<file path="src/rtl/tx_fp_pkg.sv">
package tx_fp_pkg;
  typedef enum logic [1:0] {
    TS_IDLE = 2'd0,
    TS_TX   = 2'd1,
    TS_SUSP = 2'd2
  } tstate_e;

  typedef enum logic [2:0] {
    CAUSE_NONE     = 3'd0,
    CAUSE_CONFLICT = 3'd1,
    CAUSE_OVERFLOW = 3'd2,
    CAUSE_NONWB    = 3'd3,
    CAUSE_SUSP_ST  = 3'd4
  } fail_cause_e;
endpackage

</file>
<file path="src/rtl/tx_fp_findfree.sv">
module tx_fp_findfree #(
  parameter int N = 16
) (
  input  logic [N-1:0] used_i,
  output logic [N-1:0] pick_o,
  output logic         full_o
);
  always_comb begin
    logic found;
    found  = 1'b0;
    pick_o = '0;
    for (int i = 0; i < N; i++) begin
      if (!used_i[i] && !found) begin
        pick_o[i] = 1'b1;
        found     = 1'b1;
      end
    end
  end

  assign full_o = &used_i;
endmodule

</file>
<file path="src/rtl/tx_fp_table.sv">
module tx_fp_table #(
  parameter int DEPTH = 16,
  parameter int TW    = 25
) (
  input  logic          clk_i,
  input  logic          rst_ni,
  input  logic          clr_i,
  input  logic [TW-1:0] lk_tag_i,
  input  logic [TW-1:0] sn_tag_i,
  input  logic          upd_i,
  input  logic          alloc_i,
  input  logic          set_rd_i,
  input  logic          set_wr_i,
  output logic          lk_hit_o,
  output logic          lk_wr_o,
  output logic          sn_rd_o,
  output logic          sn_wr_o,
  output logic          full_o
);
  logic [DEPTH-1:0] valid_q, rd_q, wr_q;
  logic [DEPTH-1:0] lk_match, sn_match, pick;
  logic [TW-1:0]    tag_q [DEPTH];

  tx_fp_findfree #(.N(DEPTH)) u_findfree (
    .used_i (valid_q),
    .pick_o (pick),
    .full_o (full_o)
  );

  for (genvar i = 0; i < DEPTH; i++) begin : g_ent
    assign lk_match[i] = valid_q[i] && (tag_q[i] == lk_tag_i);
    assign sn_match[i] = valid_q[i] && (tag_q[i] == sn_tag_i);

    always_ff @(posedge clk_i or negedge rst_ni) begin
      if (!rst_ni) begin
        valid_q[i] <= 1'b0;
        rd_q[i]    <= 1'b0;
        wr_q[i]    <= 1'b0;
        tag_q[i]   <= '0;
      end else if (clr_i) begin
        valid_q[i] <= 1'b0;
        rd_q[i]    <= 1'b0;
        wr_q[i]    <= 1'b0;
      end else if (upd_i && lk_match[i]) begin
        rd_q[i] <= rd_q[i] | set_rd_i;
        wr_q[i] <= wr_q[i] | set_wr_i;
      end else if (alloc_i && pick[i]) begin
        valid_q[i] <= 1'b1;
        tag_q[i]   <= lk_tag_i;
        rd_q[i]    <= set_rd_i;
        wr_q[i]    <= set_wr_i;
      end
    end
  end

  assign lk_hit_o = |lk_match;
  assign lk_wr_o  = |(lk_match & wr_q);
  assign sn_rd_o  = |(sn_match & rd_q);
  assign sn_wr_o  = |(sn_match & wr_q);


  no_dup_chk: assert property (@(posedge clk_i) disable iff (!rst_ni)
    $onehot0(lk_match));


  clear_chk: assert property (@(posedge clk_i) disable iff (!rst_ni)
    clr_i |=> (valid_q == '0));
endmodule

</file>
<file path="src/rtl/tx_footprint_tracker.sv">
module tx_footprint_tracker
  import tx_fp_pkg::*;
#(
  parameter int DEPTH      = 16,
  parameter int LINE_BYTES = 128,
  parameter int AW         = 32,
  localparam int OFFW      = $clog2(LINE_BYTES),
  localparam int TW        = AW - OFFW
) (
  input  logic          clk_i,
  input  logic          rst_ni,
  input  logic [1:0]    state_i,
  input  logic          rot_i,
  input  logic          lcl_vld_i,
  input  logic          lcl_we_i,
  input  logic          lcl_wb_i,
  input  logic [AW-1:0] lcl_addr_i,
  input  logic          snp_vld_i,
  input  logic          snp_we_i,
  input  logic [AW-1:0] snp_addr_i,
  input  logic          commit_i,
  input  logic          abort_i,
  output logic          fail_o,
  output logic [2:0]    fail_cause_o,
  output logic          fwd_hit_o
);
  logic in_tx, in_susp, active, clr;
  logic lk_hit, lk_wr, sn_rd, sn_wr, tbl_full;
  logic tx_acc, track, need_alloc;
  logic conflict, nonwb, ovf, susp_st, fail_det, fwd_d;
  logic failed_q;
  fail_cause_e cause_d, cause_q;
  logic unused_offset;

  assign unused_offset = ^{lcl_addr_i[OFFW-1:0], snp_addr_i[OFFW-1:0]};

  assign in_tx   = (state_i == TS_TX);
  assign in_susp = (state_i == TS_SUSP);
  assign active  = in_tx || in_susp;
  assign clr     = commit_i || abort_i;

  // local transactional access, eligible for recording
  assign tx_acc     = lcl_vld_i && in_tx && !clr && !failed_q;
  assign nonwb      = tx_acc && !lcl_wb_i;
  assign track      = tx_acc && lcl_wb_i && (lcl_we_i || !rot_i);
  assign need_alloc = track && !lk_hit;
  assign ovf        = need_alloc && tbl_full;
  assign susp_st    = lcl_vld_i && in_susp && lcl_we_i && lk_hit;
  assign conflict   = snp_vld_i && active && !rot_i &&
                      (snp_we_i ? (sn_rd || sn_wr) : sn_wr);

  always_comb begin
    if (conflict)     cause_d = CAUSE_CONFLICT;
    else if (nonwb)   cause_d = CAUSE_NONWB;
    else if (ovf)     cause_d = CAUSE_OVERFLOW;
    else if (susp_st) cause_d = CAUSE_SUSP_ST;
    else              cause_d = CAUSE_NONE;
  end

  assign fail_det = !failed_q && !clr && (cause_d != CAUSE_NONE);
  assign fwd_d    = lcl_vld_i && in_susp && !lcl_we_i && lk_wr &&
                    !failed_q && !fail_det && !clr;

  tx_fp_table #(.DEPTH(DEPTH), .TW(TW)) u_table (
    .clk_i    (clk_i),
    .rst_ni   (rst_ni),
    .clr_i    (clr),
    .lk_tag_i (lcl_addr_i[AW-1:OFFW]),
    .sn_tag_i (snp_addr_i[AW-1:OFFW]),
    .upd_i    (track && lk_hit && !fail_det),
    .alloc_i  (need_alloc && !tbl_full && !fail_det),
    .set_rd_i (!lcl_we_i),
    .set_wr_i (lcl_we_i),
    .lk_hit_o (lk_hit),
    .lk_wr_o  (lk_wr),
    .sn_rd_o  (sn_rd),
    .sn_wr_o  (sn_wr),
    .full_o   (tbl_full)
  );

  always_ff @(posedge clk_i or negedge rst_ni) begin
    if (!rst_ni) begin
      failed_q  <= 1'b0;
      fail_o    <= 1'b0;
      cause_q   <= CAUSE_NONE;
      fwd_hit_o <= 1'b0;
    end else begin
      failed_q  <= clr ? 1'b0 : (failed_q || fail_det);
      fail_o    <= fail_det;
      cause_q   <= fail_det ? cause_d : CAUSE_NONE;
      fwd_hit_o <= fwd_d;
    end
  end

  assign fail_cause_o = cause_q;


  fail_pulse_chk: assert property (@(posedge clk_i) disable iff (!rst_ni)
    fail_o |=> !fail_o);


  fwd_src_chk: assert property (@(posedge clk_i) disable iff (!rst_ni)
    fwd_hit_o |-> $past(in_susp && lcl_vld_i && !lcl_we_i));


  rot_quiet_chk: assert property (@(posedge clk_i) disable iff (!rst_ni)
    (fail_o && fail_cause_o == CAUSE_CONFLICT) |-> !$past(rot_i));


  ovf_full_chk: assert property (@(posedge clk_i) disable iff (!rst_ni)
    (fail_o && fail_cause_o == CAUSE_OVERFLOW) |-> $past(tbl_full));


  nonwb_src_chk: assert property (@(posedge clk_i) disable iff (!rst_ni)
    (fail_o && fail_cause_o == CAUSE_NONWB) |-> $past(lcl_vld_i && !lcl_wb_i));
endmodule

</file>
<file path="config.mk">
export PLATFORM = sky130hd
export DESIGN_NAME = tx_footprint_tracker
export DESIGN_NICKNAME = d
export VERILOG_FILES = /design/src/rtl/tx_fp_pkg.sv /design/src/rtl/tx_fp_findfree.sv /design/src/rtl/tx_fp_table.sv /design/src/rtl/tx_footprint_tracker.sv
export SDC_FILE = /design/constraint.sdc
export NUM_CORES = 2
export LEC_CHECK = 0
export BUFFER_PORTS_ARGS = -buffer_cell sky130_fd_sc_hd__buf_2
export CORE_MARGIN = 3
export CORE_UTILIZATION = 64
export DETAILED_ROUTE_END_ITERATION = 12
export PLACE_DENSITY = 0.82
export SETUP_SLACK_MARGIN = 0.5
export SLEW_MARGIN = 20
export SYNTH_ARGS = -nofsm -noshare
export SYNTH_HDL_FRONTEND = slang
export SYNTH_SLANG_ARGS = --single-unit
</file>
<file path="constraint.sdc">
create_clock -name clk_i -period 4.4 [get_ports clk_i]
set_input_delay 0.66 -clock clk_i [delete_from_list [all_inputs] [get_ports clk_i]]
set_output_delay 0.66 -clock clk_i [all_outputs]
set_load 0.03 [all_outputs]
</file>
==> key figures <==
Clock tree
  – Num CTS Buffers: 49
  – CTS tree: done
  – Max clock buf depth: 3
  – Clock H-tree levels: 2
  – Num Clock Sinks: 454
  – Clock Pin Slew Worst Setup and Hold Paths: 0.06 ns
  – CTS root buf: clkbuf_16
  – Worst-Skew Late Latency: 0.62 ns

Cells and area
  – Fraction of layout cells with a size suffix above 1: 28.2%
  – Filler cell count in the final layout: 2,975
  – NumNets Final: 2,829
  – Register area: 11,400 um^2
  – Ant diodes: 0
  – Area grow syn2layout: 14.6%
  – Final std cells w/o fill: 3,380
  – Multi-input logic area: 16,300 um^2

Floorplanning
  – Initial core utilization: 65.3%
  – Die area: 48,100 um^2
  – Chip Height: 219 um
  – Row count: 77
  – Core area: 44,600 um^2
  – Ports: 81
  – Die width: 219 um

Global route
  – Gr usage total: 41.8%
  – Antenna violations before repair: 1
  – Global routing met2 resource utilization: 63.7%
  – First-pass GRT wire length: 149 mm
  – Largest net degree at the start of global routing: 102
  – Remaining Overflow, GRT: 0
  – Global Route met3 Usage: 10.1%
  – Vias in the first global route: 23.7k
  – Met1 global-route usage: 53.0%
  – Global routing's busiest layer: met2

Power
  – Static leakage: 14.3 nW
  – Power per cell area: 299 nW/um^2
  – Worst vdd ir: 0.000283 V
  – Total power: 9.99 mW

Logic synthesis
  – Ys Warns: 0
  – Post-synth top flop: dfrtp_1
  – Share of flip-flops with an asynchronous set or reset: 100%
  – Register area share after synthesis: 39.0%
  – Synthesized netlist cell count: 2,638
  – Synthesized area per cell: 11.0 um^2
  – Number of synthesized flops with an enable pin: 0
  – Flops & latches, synth: 454
  – Mapped Area: 29,100 um^2
  – Syn_nets: 2,716
  – Synth unique cells: 62

STA
  – Final Critical Period: 3.89 ns
  – Slew Limit Headroom: 39.2%
  – Worst-Margin Slew: 0.904 ns
  – RSZ-0062 raised after global routing: false
  – Fin. Hold Viols: 0
  – Final setup fails: 0
  – Max Clock Freq: 257 MHz
  – Period utilisation layout: 88.4%
  – Slew Limit Fails: 0
  – Skew final: 0.0294 ns

Worst setup path
  – Setup crit start kind: primary input
  – Crit-path most repeated cell: buf_12
  – CP max stage cell: nor4b_4
  – CP endpoint kind: flop
  – Crit Path Max Fanout: 13
  – Critical path required time: 4.89 ns
  – Worst Setup Path Type: in -> reg
  – Slowest stage delay, CP: 0.67 ns
  – Worst EP arrival: 4.37 ns
  – Crit path cell chain: buf_2 -> buf_12 -> buf_12 -> xor2_1 -> nor4_1 -> nand4_1 -> nand4_1 -> nor4_2 -> nand2_1 -> buf_4 -> buf_4 -> nor4b_4 -> buf_12 -> mux2_2

Route
  – Remaining DRCs: 0
  – Wirelength per Cell: 29.7 um
  – Via density: 6.83
  – DR iter-0 viols: 2,730
  – Routed via count: 23.1k
  – Total wire length: 100 mm
  – First-pass detailed-route iteration total: 6
  – Post-DRT Antenna Nets: 0

Placed design
  – Port bufs: 66
  – Cell count after placement: 3,274
  – Post-DP HPWL: 70.1 mm
  – Final Wtd Congestion: 1.07

Hold path
  – Worst min-delay path class: in -> async

Job
  – Max-Cap Viols: 0

Status
  – Status: finished clean
## area by class of cell
cell class	count	area share, %
clock buffers	72	4.36
clock inverters	16	0.641
inverters	39	0.439
multi-input cells	1932	49.0
flip-flops and latches	454	34.0
well taps	592	2.22
repair buffers	275	9.31
## cell usage after synthesis, drive strengths merged (2+ instances only)
cell / count / area (um^2)
nand3: 36 / 180
or3: 4 / 25.0
nand4b: 2 / 17.5
xnor2: 549 / 4810
ha: 2 / 25.0
nor4b: 7 / 67.6
o311a: 2 / 20.0
a21oi: 4 / 20.0
and4b: 2 / 20.0
a221oi: 2 / 17.5
and3: 6 / 37.5
o2111ai: 2 / 17.5
dfrtp: 454 / 11400
or2: 4 / 25.0
nor3b: 2 / 15.0
a21o: 12 / 90.1
o22ai: 19 / 119
nand2: 102 / 383
or4: 17 / 128
inv: 39 / 146
nand2b: 12 / 75.1
nand4: 243 / 1520
nor2: 17 / 63.8
buf: 171 / 1230
mux2: 417 / 4830
a211oi: 2 / 15.0
o21ai: 31 / 155
and4: 14 / 123
xor2: 242 / 2120
nor3: 27 / 158
clkbuf: 43 / 163
nor4: 117 / 838
and2: 3 / 18.8
mux2i: 10 / 100
or3b: 2 / 17.5
o32ai: 5 / 43.8
## power by group
part / internal, mW / switching, mW / leakage [nW] / total (mW)
Clock: 2.58 / 1.80 / 0.820 / 4.37
Combinational: 0.514 / 0.834 / 7.17 / 1.35
Sequential: 4.22 / 0.0524 / 6.31 / 4.27
Total: 7.31 / 2.68 / 14.3 / 9.99
## layer usage
layer | share of wire (%) | wire, um | vias up
li1 | - | - | 9544
met1 | 37 | 36800 | 11400
met2 | 44 | 43900 | 1573
met3 | 11 | 11300 | 540
met4 | 8.5 | 8500 | 2
met5 | 0.0080 | 8 | -
## cell families after synthesis
group | count (synthesis) | synth area share, %
buf+inv | 253 | 5.28
fa+ha+maj | 2 | 0.0859
compound gates | 92 | 2.11
mux | 427 | 16.9
flops | 454 | 39.0
simple gates | 619 | 12.8
xor+xnor | 791 | 23.8
## per-stage QoR
stage	setup TNS, ns	setup slack (ns)	area, um^2	util (%)	hold slack (ns)
after floorplan	0	0.864	29100	-	0.364
after global placement	-0.822	-0.0572	31500	70.6	0.487
after detailed placement	-1.27	-0.178	31500	70.6	0.494
after CTS	0	0.495	33200	74.4	0.139
final	0	0.512	33400	74.8	0.0987
after global routing	0	0.493	33400	74.8	0.182
## repair_timing
item / 4_1_cts / 5_1_grt
pin swaps: 1 / 4
hold buffers: 0 / 0
endpoints found under the setup margin: 6 / 193
cloned: 1 / 0
buffers inserted: 0 / 17
resized for setup: 0 / 11
## registers in the layout, indices dropped and copies added, names as in the netlist
| signal | cells |
|---|---|
| fail_o | 1 |
| fail_cause_o | 3 |
| u_table.valid_q | 16 |
| u_table.wr_q | 16 |
| failed_q | 1 |
| u_table.tag_q | 400 |
| fwd_hit_o | 1 |
| u_table.rd_q | 16 |
## critical path: cells and delay by family
kind | cells | cell delay [ns]
and+or+nand+nor | 6 | 1.83
xor gates and xnor gates | 1 | 0.18
muxes | 1 | 0.35
buffers and inverters | 6 | 1.28
## worst paths after layout
kind / to / depth (start not counted) / from / slack, ns
hold reg to reg: fail_cause_o[0]$_DFF_PN0_ / 1 / failed_q$_DFF_PN0_ / 0.51
min in group clk_i: u_table.tag_q[220]$_DFFE_PN0P_ / 2 / lcl_addr_i[27] / 0.38
max in group asynchronous: u_table.tag_q[121]$_DFFE_PN0P_ / 2 / rst_ni / 3.18
setup / recovery: u_table.tag_q[353]$_DFFE_PN0P_ / 14 / lcl_addr_i[30] / 0.51
hold / removal: u_table.tag_q[142]$_DFFE_PN0P_ / 1 / rst_ni / 0.1
setup reg to reg: u_table.tag_q[353]$_DFFE_PN0P_ / 13 / u_table.tag_q[68]$_DFFE_PN0P_ / 0.61
## layout by cell type (no fill, tap or decap), types with 19 or more instances in the layout
master	n
xnor2_1	546
mux2_2	369
nor3_1	25
clkbuf_16	51
o22ai_1	19
nand2_1	102
mux2_4	35
inv_1	39
xor2_1	242
buf_2	63
o21ai_0	31
buf_4	113
buf_12	95
nor4_1	105
nand4_1	243
dfrtp_1	454
nand3_1	36
Power figures use the tool's default switching activity.
